<file path="src/rtl/epoch_pkg.sv">
`timescale 1ns/1ps
package epoch_pkg;
  localparam int unsigned CNT_W = 4;

  typedef enum logic [1:0] {
    CAP_2  = 2'd0,
    CAP_4  = 2'd1,
    CAP_8  = 2'd2,
    CAP_8X = 2'd3
  } cap_sel_e;

  function automatic logic [CNT_W-1:0] cap_decode(input logic [1:0] sel);
    case (cap_sel_e'(sel))
      CAP_2:   return CNT_W'(2);
      CAP_4:   return CNT_W'(4);
      default: return CNT_W'(8);
    endcase
  endfunction
endpackage

</file>
<file path="src/rtl/epoch_thr_cnt.sv">
`timescale 1ns/1ps
module epoch_thr_cnt #(
  parameter int unsigned W = 8
) (
  input  logic         clk_i,
  input  logic         rst_ni,
  input  logic         clr_i,
  input  logic         inc_i,
  input  logic [W-1:0] limit_i,
  output logic         hit_o
);
  logic [W-1:0] cnt_q;
  logic [W:0]   nxt;

  assign nxt   = {1'b0, cnt_q} + (W+1)'(1);
  assign hit_o = inc_i && (nxt >= {1'b0, limit_i});

  always_ff @(posedge clk_i or negedge rst_ni) begin
    if (!rst_ni)                   cnt_q <= '0;
    else if (clr_i)                cnt_q <= '0;
    else if (inc_i && cnt_q != '1) cnt_q <= nxt[W-1:0];
  end
endmodule

</file>
<file path="src/rtl/epoch_list.sv">
`timescale 1ns/1ps
module epoch_list
  import epoch_pkg::*;
#(
  parameter int unsigned ID_W = 4
) (
  input  logic             clk_i,
  input  logic             rst_ni,
  input  logic             end_i,
  input  logic             conflict_i,
  input  logic [ID_W-1:0]  conflict_id_i,
  input  logic [CNT_W-1:0] cap_i,
  output logic             on_run_o,
  output logic             commit_o,
  output logic [ID_W-1:0]  commit_id_o,
  output logic [ID_W-1:0]  cur_o,
  output logic [CNT_W-1:0] cnt_o
);
  logic [ID_W-1:0]  old_q, cur_q, age;
  logic [CNT_W-1:0] cnt_q, drn_q, req, eff;
  logic [CNT_W:0]   sum;
  logic             hit, need;

  // position of the victim owner inside the list
  assign age      = conflict_id_i - old_q;
  assign hit      = conflict_i && ({1'b0, age} < (ID_W+1)'(cnt_q));
  assign req      = hit ? CNT_W'(age) + CNT_W'(1) : '0;
  assign on_run_o = hit && (req == cnt_q);
  assign eff      = (req > drn_q) ? req : drn_q;

  assign sum      = {1'b0, cnt_q} + (CNT_W+1)'(end_i);
  assign need     = sum > {1'b0, cap_i};
  // one commit serves both a pending drain and cap pressure
  assign commit_o    = (eff != '0) || need;
  assign commit_id_o = old_q;
  assign cur_o       = cur_q;
  assign cnt_o       = cnt_q;

  always_ff @(posedge clk_i or negedge rst_ni) begin
    if (!rst_ni) begin
      old_q <= '0;
      cur_q <= '0;
      cnt_q <= CNT_W'(1);
      drn_q <= '0;
    end else begin
      old_q <= old_q + ID_W'(commit_o);
      cur_q <= cur_q + ID_W'(end_i);
      cnt_q <= CNT_W'(sum - (CNT_W+1)'(commit_o));
      drn_q <= (eff != '0) ? eff - CNT_W'(1) : '0;
    end
  end
endmodule

</file>
<file path="src/rtl/epoch_ctrl.sv">
`timescale 1ns/1ps
module epoch_ctrl
  import epoch_pkg::*;
#(
  parameter int unsigned SIZE_W   = 10,
  parameter int unsigned MAX_INST = 65536,
  parameter int unsigned ID_W     = 4
) (
  input  logic              clk_i,
  input  logic              rst_ni,
  input  logic [SIZE_W-1:0] max_size_i,
  input  logic [1:0]        cap_sel_i,
  input  logic              line_new_i,
  input  logic              inst_ret_i,
  input  logic              sync_i,
  input  logic              conflict_i,
  input  logic [ID_W-1:0]   conflict_id_i,
  output logic              end_epoch_o,
  output logic [ID_W-1:0]   cur_epoch_o,
  output logic              commit_o,
  output logic [ID_W-1:0]   commit_id_o,
  output logic [3:0]        live_cnt_o
);
  localparam int unsigned INST_W = $clog2(MAX_INST + 1);

  logic size_hit, inst_hit, on_run;
  logic [CNT_W-1:0] cap;

  assign cap         = cap_decode(cap_sel_i);
  assign end_epoch_o = sync_i || size_hit || inst_hit || on_run;

  epoch_thr_cnt #(.W(SIZE_W)) u_size (
    .clk_i   (clk_i),
    .rst_ni  (rst_ni),
    .clr_i   (end_epoch_o),
    .inc_i   (line_new_i),
    .limit_i (max_size_i),
    .hit_o   (size_hit)
  );

  epoch_thr_cnt #(.W(INST_W)) u_inst (
    .clk_i   (clk_i),
    .rst_ni  (rst_ni),
    .clr_i   (end_epoch_o),
    .inc_i   (inst_ret_i),
    .limit_i (INST_W'(MAX_INST)),
    .hit_o   (inst_hit)
  );

  epoch_list #(.ID_W(ID_W)) u_list (
    .clk_i         (clk_i),
    .rst_ni        (rst_ni),
    .end_i         (end_epoch_o),
    .conflict_i    (conflict_i),
    .conflict_id_i (conflict_id_i),
    .cap_i         (cap),
    .on_run_o      (on_run),
    .commit_o      (commit_o),
    .commit_id_o   (commit_id_o),
    .cur_o         (cur_epoch_o),
    .cnt_o         (live_cnt_o)
  );
endmodule

</file>
<file path="config.mk">
export PLATFORM = sky130hd
export DESIGN_NAME = epoch_ctrl
export DESIGN_NICKNAME = d
export VERILOG_FILES = /design/src/rtl/epoch_pkg.sv /design/src/rtl/epoch_thr_cnt.sv /design/src/rtl/epoch_list.sv /design/src/rtl/epoch_ctrl.sv
export SDC_FILE = /design/constraint.sdc
export NUM_CORES = 1
export LEC_CHECK = 0
export ABC_CLOCK_PERIOD_IN_PS = 17100
export BUFFER_PORTS_ARGS = -buffer_cell sky130_fd_sc_hd__buf_2
export CAP_MARGIN = 20
export CORE_MARGIN = 1
export CORE_UTILIZATION = 25
export DETAILED_ROUTE_END_ITERATION = 10
export MAX_ROUTING_LAYER = met4
export PLACE_DENSITY = 0.38
export SYNTH_ARGS = -nofsm -noshare
export SYNTH_HDL_FRONTEND = slang
export SYNTH_SLANG_ARGS = --single-unit
</file>
<file path="constraint.sdc">
create_clock -name clk_i -period 17.1 [get_ports clk_i]
set_input_delay 3.42 -clock clk_i [delete_from_list [all_inputs] [get_ports clk_i]]
set_output_delay 3.42 -clock clk_i [all_outputs]
set_load 0.05 [all_outputs]
</file>
After elaboration in Yosys (flattened, before gate mapping)
Cells that the tools add are included.

storage, ports and cells
  flip-flop bits (word level) = 43
  input bits = 22
  logic and storage cells = 46
  output and inout port bits = 14

operators by class
  add/subtract/negate cells = 9
  reduce and logical (&&, ||, !) cells = 14
  multiplexer cells = 8
  magnitude comparators = 5
  equal/unequal tests = 4

operators with widths
  kind                                                    number
  two-way mux 17 bit                                      2
  two-way mux 10 bit                                      2
  adder 17 x 1 -> 18 bit (second input constant)          1
  >= comparator 18 x 17 -> 1 bit (second input constant)  1
  != test 17 bit (second input constant)                  1
  two-way mux 4 bit                                       3
  adder 10 x 1 -> 11 bit (second input constant)          1
  >= comparator 11 x 10 -> 1 bit                          1
  != test 10 bit (second input constant)                  1
  adder 4 x 1 -> 4 bit                                    2
  one-hot mux 4 bit (2 select lines)                      1
  logical AND 1 bit                                       6
  adder 4 x 1 -> 5 bit                                    1
  > comparator 5 x 4 -> 1 bit                             1
  adder 4 x 1 -> 4 bit (second input constant)            1
  == test 4 bit                                           1
  > comparator 4 bit                                      1
  logical OR 1 bit                                        4
  < comparator 4 bit                                      1
  nonzero test 2 bit                                      2
  nonzero test 4 bit                                      1
  subtractor 4 x 1 -> 4 bit                               1
  subtractor 4 x 1 -> 4 bit (second input constant)       1
  subtractor 4 bit                                        1
  2 further kinds                                         2

Logic depth before layout (Yosys ltp)
Gate-level depths: netlist of the first run.

  word-level depth = 11
  gate-level depth with buffers = 24
  mapped depth without buffers = 23

Hierarchy
Synthesis of the first run repeated with hierarchy kept, for this count alone.

second synthesis, totals
  cells, all modules = 422
  area total of the unflattened synthesis = 3,686.0 sq um

modules (own cells, without submodules)
  module                  seq. area each (sq um)  times used  cells an instance  area an instance (sq um)
  epoch_thr_cnt (u_inst)  425.4                   1           178                1,466.4
  epoch_list              401.6                   1           137                1,313.8
  epoch_thr_cnt (u_size)  250.2                   1           101                877.1
  epoch_ctrl              0.0                     1           6                  28.8

Least setup slack after synthesis of the first run
Ideal clock, no wire load.

  path kind = input to output
  start point = in conflict_id_i[0]
  end point = out commit_o
  path slack = 6.056 ns
  required time = 13.680 ns
  stages on the path = 19
  arrival = 7.624 ns
  buffers on the path = 0
  path through = inv_1 > ha_1 > inv_1 > fa_1 > xnor2_1 > inv_1 > ha_1 > or4b_1 > a21oi_1 > o2111ai_1 > a21oi_2 > or2_2 > ha_1 > nand3_1 > xnor2_1 > ha_1 > o21ai_0 > o32ai_1 > o211ai_1

on the way
  cells in the longest elaborated chain, start to end = 10
  elaborated cells on any way between the ends = 14
  classes of those cells = add/sub: 3; order compare: 3; eq/ne: 1; mux: 2; reduce/logical: 5

RTL lines
  item                             RTL line          source
  start, declared                  epoch_ctrl.sv:17  input logic [ID_W-1:0] conflict_id_i,
  subtractor 4 bit (*)             epoch_list.sv:25  assign age = conflict_id_i - old_q;
  < comparator 4 bit               epoch_list.sv:26  assign hit = conflict_i && ({1'b0, age} < (ID_W+1)'(cnt_q));
  logical AND 1 bit                epoch_list.sv:26
  two-way mux 4 bit                epoch_list.sv:27  assign req = hit ? CNT_W'(age) + CNT_W'(1) : '0;
  == test 4 bit                    epoch_list.sv:28  assign on_run_o = hit && (req == cnt_q);
  logical AND 1 bit (*)            epoch_list.sv:28
  logical OR 1 bit (*)             epoch_ctrl.sv:30  assign end_epoch_o = sync_i || size_hit || inst_hit || on_run;
  named net end_epoch_o            epoch_ctrl.sv:18  output logic end_epoch_o,
  adder 4 x 1 -> 5 bit (*)         epoch_list.sv:31  assign sum = {1'b0, cnt_q} + (CNT_W+1)'(end_i);
  > comparator 5 x 4 -> 1 bit (*)  epoch_list.sv:32  assign need = sum > {1'b0, cap_i};
  logical OR 1 bit (*)             epoch_list.sv:34  assign commit_o = (eff != '0) || need;
  end, declared                    epoch_ctrl.sv:20  output logic commit_o,

Mark *: on every way through the listed nets, which the timed path passes. The rest lies on a longest branch.

Worst setup path after layout of the first run
  start point = in conflict_id_i[0]
  end point = out commit_o

on the way
  cells in the longest elaborated chain, start to end = 10
  elaborated cells on any way between the ends = 14
  classes of those cells = add/sub: 3; order compare: 3; eq/ne: 1; mux: 2; reduce/logical: 5

RTL lines
  item                         RTL line
  subtractor 4 bit (*)         epoch_list.sv:25
  < comparator 4 bit           epoch_list.sv:26
  logical AND 1 bit            epoch_list.sv:26
  two-way mux 4 bit            epoch_list.sv:27
  == test 4 bit                epoch_list.sv:28
  logical AND 1 bit            epoch_list.sv:28
  logical OR 1 bit             epoch_ctrl.sv:30
  adder 4 x 1 -> 5 bit         epoch_list.sv:31
  > comparator 5 x 4 -> 1 bit  epoch_list.sv:32
  logical OR 1 bit (*)         epoch_list.sv:34

Every way passes the cells marked *; elsewhere a longest branch is shown, timed or not.

==> impl_metrics.csv, run 1 <==
group,metric,value,unit
sta,clock_skew,0.00822,ns
final_layout,insertedDiodeCount,0,
global_routing,antenna_found_initial,0,
final_layout,final_cell_mix,"dfrtp_1, buf_2, ha_1",
sta,worst_pin_slew,0.695,ns
clock_tree,post_cts_buffers,0,
clock_tree,cts.sinks,43,
sta,hold_viol,0,
synthesis,synth_seq_area_share,32.6,%
synthesis,synth-edff-count,0,
detailed_routing,initialDrtViolationCount,117,
final_layout,drive_gt1_share,19.8,%
critical_path,r2r_cells,18,
power_and_ir_drop,powerDensity,188,nW/um^2
power_and_ir_drop,p_clk_share,13.2,%
sta,slew_violations,0,
clock_tree,tritoncts,"done",
placement,dp_hpwl,5450,um
critical_path,worstSetupPathType,"in2out",
clock_tree,clk_pin_slew,0.06,ns
sta,finalSetupViolCount,0,
global_routing,overflow,0,
critical_path,endpoint_kind,"output port",
job,drv_cap,0,
critical_path,critical_path.top_delay_family,"compound AO/OA/AOI/OAI gates",
sta,rsz0062_at_grt,"no",
critical_path,path_depth,19,
sta,fin_crit_sh,66.7,%
clock_tree,cts_max_level,2,
critical_path,r2r_setup_slack,11.70,ns
critical_path,path_buf_inv,6,
clock_tree,clock_path_buffers,2,
clock_tree,clk_latency,0.29,ns
critical_path,crit_fanout,6,
placement,port_buffers,35,
critical_path,crit_path_frequent_cell,"inv_1",
detailed_routing,drc,0,
synthesis,synth.cell_area,3310,sq um
final_layout,final_util,29.7,%
final_layout,final_common_cell,"dfrtp_1",
synthesis,yosys_warnings,0,
floorplan,start_util,25.9,%
detailed_routing,drt-total-wl,7250,um
hold_path,hp-class,"reg2reg",
clock_tree,cts_resized,0,
power_and_ir_drop,seq_power_share,21.5,%
critical_path,crit_slowest_cell,"or4b_1",
critical_path,crit_chain,"buf_2 -> inv_1 -> ha_1 -> inv_1 -> fa_1 -> xnor2_1 -> inv_1 -> ha_1 -> or4b_1 -> o22ai_1 -> o2111ai_1 -> and2_1 -> inv_1 -> ha_1 -> a21o_1 -> o21a_1 -> nor4_1 -> o211ai_1 -> buf_2",
sta,finalSetupTns,0,ns
detailed_routing,wire_per_inst,13.2,um
sta,min_period,11.40,ns
synthesis,ys.flop_type,"dfrtp_1",
floorplan,die_w,117,um
power_and_ir_drop,intPower,0.000355,W
synthesis,synthCells,343,
clock_tree,postCtsHoldBufs,0,
synthesis,async_flop_share,100,%
critical_path,critPathMaxStageDelay,0.51,ns
sta,slew_headroom,53.4,%
final_layout,nets,434,
placement,gp_congestion,0.737,
clock_tree,cts_buffers,5,
power_and_ir_drop,peakVddDrop,167,uV
global_routing,grt_usage,12.2,%
floorplan,die_h,117,um
power_and_ir_drop,combPwrFrac,65.3,%
critical_path,start_kind,"primary input",
synthesis,avgSynthCellArea,9.64,sq um
floorplan,dieArea,13700,sq um
critical_path,required,13.68,ns
clock_tree,cts_root_buffer,"clkbuf_16",
detailed_routing,vias_per_cell,4.57,
floorplan,core,12800,sq um
synthesis,syn_nets,400,
synthesis,synth.distinct_cells,56,
sta,max_freq,87.7,MHz
detailed_routing,vias,2515,
run_status,outcome,"completed",
power_and_ir_drop,p_leak,1.72,nW
final_layout,fillCellCount,1372,
final_layout,syn_to_final_growth,14.7,%
global_routing,grt_start_max_net_pins,44,
global_routing,grt_pass1_vias,2535,
critical_path,critPathArrivalTime,7.98,ns
power_and_ir_drop,p_switching,0.000357,W
floorplan,rows,41,
synthesis,ys_ff_latch,43,
global_routing,grt_pass1_wl,12500,um
detailed_routing,dr.pass1.iters,4,
power_and_ir_drop,sw_frac_of_total,50.2,%
final_layout,regArea,1080,sq um
detailed_routing,ant_nets,0,
final_layout,multiInputGateArea,2030,sq um
floorplan,ios,36,
hold_path,hold_path_depth,1,
final cells by class:
cell class | instances | share of cell area [%]
clock buffer | 5 | 3.30
multi-input combinational | 258 | 53.5
inverter | 32 | 3.17
timing repair buffer | 37 | 5.54
clock inverter | 3 | 0.396
tap | 172 | 5.68
sequential | 43 | 28.4
power groups by stage:
stage	clock network [W]	logic [W]	registers, W
after CTS	0.0000981	0.000466	0.000154
after global routing	0.000102	0.000522	0.000157
final	0.0000939	0.000465	0.000153
after global placement	0	0.000465	0.000156
after floorplan	0	0.000306	0.000201
after detailed placement	0	0.000462	0.000155
worst paths after layout:
kind,start,endpoint
setup / recovery,conflict_id_i[0],commit_o
hold / removal,u_list.cur_o[3]$_DFF_PN0_,u_list.cur_o[3]$_DFF_PN0_
setup reg to reg,u_inst.cnt_q[4]$_DFFE_PN0P_,u_list.commit_id_o[2]$_DFF_PN0_
hold reg to reg,u_list.cur_o[3]$_DFF_PN0_,u_list.cur_o[3]$_DFF_PN0_
max in group asynchronous,rst_ni,u_list.commit_id_o[2]$_DFF_PN0_
min in group asynchronous,rst_ni,u_size.cnt_q[1]$_DFFE_PN0P_
flip-flops by register name, summed over array words and instances, names as in the netlist:
signal / flops
u_inst.cnt_q: 17
u_size.cnt_q: 10
u_list.cnt_o: 4
u_list.commit_id_o: 4
u_list.cur_o: 4
u_list.drn_q: 4
synth_stat cells (all sizes together), types with 2 or more instances:
cell type / count / share of area, %
xor2: 19 / 5.0
clkbuf: 3 / 0.38
buf: 7 / 2.3
ha: 34 / 13
nor2: 17 / 1.9
a21o: 2 / 0.45
o2111ai: 3 / 0.79
nor2b: 5 / 0.95
o221ai: 2 / 0.53
or4: 2 / 0.57
nand4b: 2 / 0.53
nor4: 7 / 1.7
nand3b: 3 / 0.68
o21ai: 6 / 0.91
o31ai: 2 / 0.61
o211ai: 4 / 0.91
and3: 3 / 0.57
xnor2: 24 / 6.4
and2: 4 / 0.76
o22ai: 2 / 0.38
dfrtp: 42 / 32
a21oi: 12 / 1.9
a31oi: 4 / 0.76
nand3: 15 / 2.3
or2: 3 / 0.57
inv: 32 / 3.6
nand2b: 4 / 0.76
mux2i: 6 / 1.8
nor3: 32 / 7.9
and4: 2 / 0.53
o21a: 2 / 0.45
nand2: 16 / 1.8
nand4: 9 / 1.7
through the flow:
step	total power, W	cell area (sq um)	setup slack [ns]	hold WS, ns	cells
2_1_floorplan	0.000507	3310	6.06	0.533	343
3_3_place_gp	0.000621	3620	5.38	0.459	541
3_5_place_dp	0.000618	3620	5.32	0.465	541
4_1_cts	0.000717	3760	5.27	0.474	549
5_1_grt	0.000781	3790	5.29	0.484	550
6_report	0.000712	3790	5.70	0.466	550
per-layer routing:
metal | global-route usage (%) | share of wire [%]
met3 | 2.27 | 2.4
met4 | 4.14 | 1.5
met2 | 18.4 | 43
met1 | 16.3 | 53
met5 | - | 0
logic make-up after synthesis:
logic type,share of synthesized area (%)
adder cells (fa/ha/maj),13.5
flip-flops,32.6
AND/OR/NAND/NOR,24.5
buffers and inverters,6.28
XOR/XNOR,12.1
multiplexers,1.82
AO/OA/AOI/OAI,9.31
(Power assumes the default switching activity.)
==> inputs of run 2 (changes only) <==
Settings changed: ABC_CLOCK_PERIOD_IN_PS 17100 to 11600.
Clock period 17.1 ns to 11.6 ns, I/O delays scaled along.
==> run 2 against run 1 <==
Against the previous run: sequential power increased by 47%; wire length decreased by 0.94%; clock skew decreased by 0.0011 ns; register-to-register slack got worse by 5.5 ns; final cell count unchanged; sequential cell count unchanged; critical endpoint unchanged; largest power group unchanged.
==> impl_metrics.csv, run 2 (synthesis gave the netlist of run 1 again) <==
group,metric,value,unit
critical_path,r2r_setup_slack,6.17,ns
sta,finalSetupViolCount,0,
global_routing,antenna_found_initial,0,
clock_tree,cts_resized,0,
critical_path,r2r_cells,19,
power_and_ir_drop,p_total,0.00106,W
final_layout,largest_reg_flops,17,
power_and_ir_drop,intPower,0.000541,W
hold_path,holdPathEnd,"u_list.cur_o[3]$_DFF_PN0_",
detailed_routing,vias_per_cell,4.55,
final_layout,final_cell_mix,"dfrtp_1, buf_2, ha_1",
clock_tree,cts_buffers,5,
critical_path,crit_fanout,28,
critical_path,r2r_start,"u_size.cnt_q[2]$_DFFE_PN0P_",
clock_tree,cts_root_buffer,"clkbuf_16",
critical_path,critPathMaxStageDelay,0.51,ns
sta,fin_crit_sh,79.5,%
critical_path,worstSetupPathType,"in2out",
clock_tree,clock_path_buffers,2,
critical_path,critical_path.top_delay_family,"adder cells",
critical_path,crit_chain,"buf_2 -> inv_1 -> ha_1 -> inv_1 -> fa_1 -> xnor2_1 -> inv_1 -> ha_1 -> or4b_1 -> a21oi_1 -> o2111ai_1 -> a21oi_4 -> buf_4 -> or2_2 -> ha_1 -> nand3_1 -> xnor2_1 -> ha_1 -> o21ai_0 -> o32ai_1 -> o211ai_1 -> buf_2",
global_routing,grt_start_max_net_pins,44,
sta,rsz0062_at_grt,"no",
global_routing,overflow,0,
floorplan,core,12800,sq um
clock_tree,clk_pin_slew,0.07,ns
final_layout,insertedDiodeCount,0,
hold_path,hold_path_depth,1,
final_layout,regMostFlops,"u_inst.cnt_q",
placement,pre_cts_ws,2.40,ns
clock_tree,clk_latency,0.29,ns
power_and_ir_drop,sw_frac_of_total,49.0,%
floorplan,ios,36,
sta,min_period,9.22,ns
floorplan,die_h,117,um
final_layout,fin_cells,550,
final_layout,top_regs,"u_inst.cnt_q: 17 flops, u_size.cnt_q: 10 flops",
power_and_ir_drop,peakVddDrop,209,uV
detailed_routing,initialDrtViolationCount,117,
global_routing,grt_pass1_vias,2496,
placement,port_buffers,35,
final_layout,syn_to_final_growth,15.0,%
sta,max_freq,108,MHz
sta,slew_violations,0,
clock_tree,cts.sinks,43,
critical_path,path_buf_inv,6,
final_layout,nets,434,
power_and_ir_drop,combPwrFrac,63.2,%
sta,finalSetupTns,0,ns
global_routing,grt_usage,12.0,%
detailed_routing,dr.pass1.iters,4,
floorplan,rows,41,
sta,worst_slack,2.38,ns
power_and_ir_drop,p_switching,0.000521,W
power_and_ir_drop,powerDensity,279,nW/um^2
clock_tree,postCtsHoldBufs,0,
detailed_routing,ant_nets,0,
critical_path,endpoint_kind,"output port",
final_layout,final_common_cell,"dfrtp_1",
critical_path,critPathArrivalTime,6.90,ns
global_routing,grt_pass1_wl,12400,um
critical_path,required,9.28,ns
placement,dp_hpwl,5420,um
job,drv_cap,0,
hold_path,hp-class,"reg2reg",
run_status,outcome,"completed",
sta,worst_pin_slew,0.694,ns
critical_path,crit_slowest_cell,"or4b_1",
critical_path,start_kind,"primary input",
placement,gp_congestion,0.720,
clock_tree,tritoncts,"done",
final_layout,drive_gt1_share,19.8,%
critical_path,r2r_end,"u_list.commit_id_o[2]$_DFF_PN0_",
power_and_ir_drop,p_leak,1.72,nW
sta,slew_headroom,53.5,%
placement,numPlacedInstances,542,
detailed_routing,vias,2504,
floorplan,dieArea,13700,sq um
sta,hold_viol,0,
detailed_routing,wire_per_inst,13.1,um
power_and_ir_drop,p_clk_share,15.5,%
detailed_routing,drc,0,
floorplan,start_util,25.9,%
detailed_routing,drt-total-wl,7180,um
floorplan,die_w,117,um
sta,clock_skew,0.00713,ns
critical_path,crit_path_frequent_cell,"ha_1",
clock_tree,post_cts_buffers,0,
clock_tree,cts_max_level,2,
power_and_ir_drop,seq_power_share,21.2,%
sta,hold_slack,0.467,ns
hold_path,min-delay-start,"u_list.cur_o[3]$_DFF_PN0_",
run 2: cell count changes in the layout (fill, tap and decap cells not counted), sizes merged:
cell,previous run,this run
bufinv,0,1
clkinv,3,2
run 2: worst max-delay path by stage:
stage	start	to	slack, ns	depth (start not counted)
after floorplan	conflict_id_i[0]	commit_o	2.76	19
after global placement	conflict_id_i[0]	commit_o	2.48	22
after detailed placement	conflict_id_i[0]	commit_o	2.40	22
after CTS	conflict_id_i[0]	commit_o	2.36	22
after global routing	conflict_id_i[0]	commit_o	1.91	23
final	conflict_id_i[0]	commit_o	2.38	22
run 2: power by group through the flow:
stage               clock (W)  combinational (W)  sequential [W]
detailed placement          0           0.000679        0.000229
finish               0.000165           0.000671        0.000225
floorplan                   0           0.000452        0.000296
global placement            0           0.000689        0.000230
CTS                  0.000172           0.000681        0.000227
global route         0.000177           0.000762        0.000232
run 2: per-layer routing:
layer | GRT usage (%) | routed length (um) | vias to the layer above
li1 | - | - | 1286
met1 | 16.5 | 3780 | 1181
met2 | 18.2 | 3150 | 30
met3 | 2.63 | 182 | 7
met4 | 2.53 | 62 | 0
met5 | - | 0 | -
run 2: final cells by class:
cell class,instances,area (sq um)
timing repair buffer,37,190
fill,1348,8970
sequential,43,1080
multi-input combinational,258,2030
clock inverter,3,43.8
inverter,32,120
tap,172,215
clock buffer,5,125
run 2: metrics by stage:
stage               instance area [sq um]  util, %
detailed placement                   3630     28.4
global route                         3800     29.7
CTS                                  3800     29.7
global placement                     3630     28.4
finish                               3800     29.7
floorplan                            3310        -
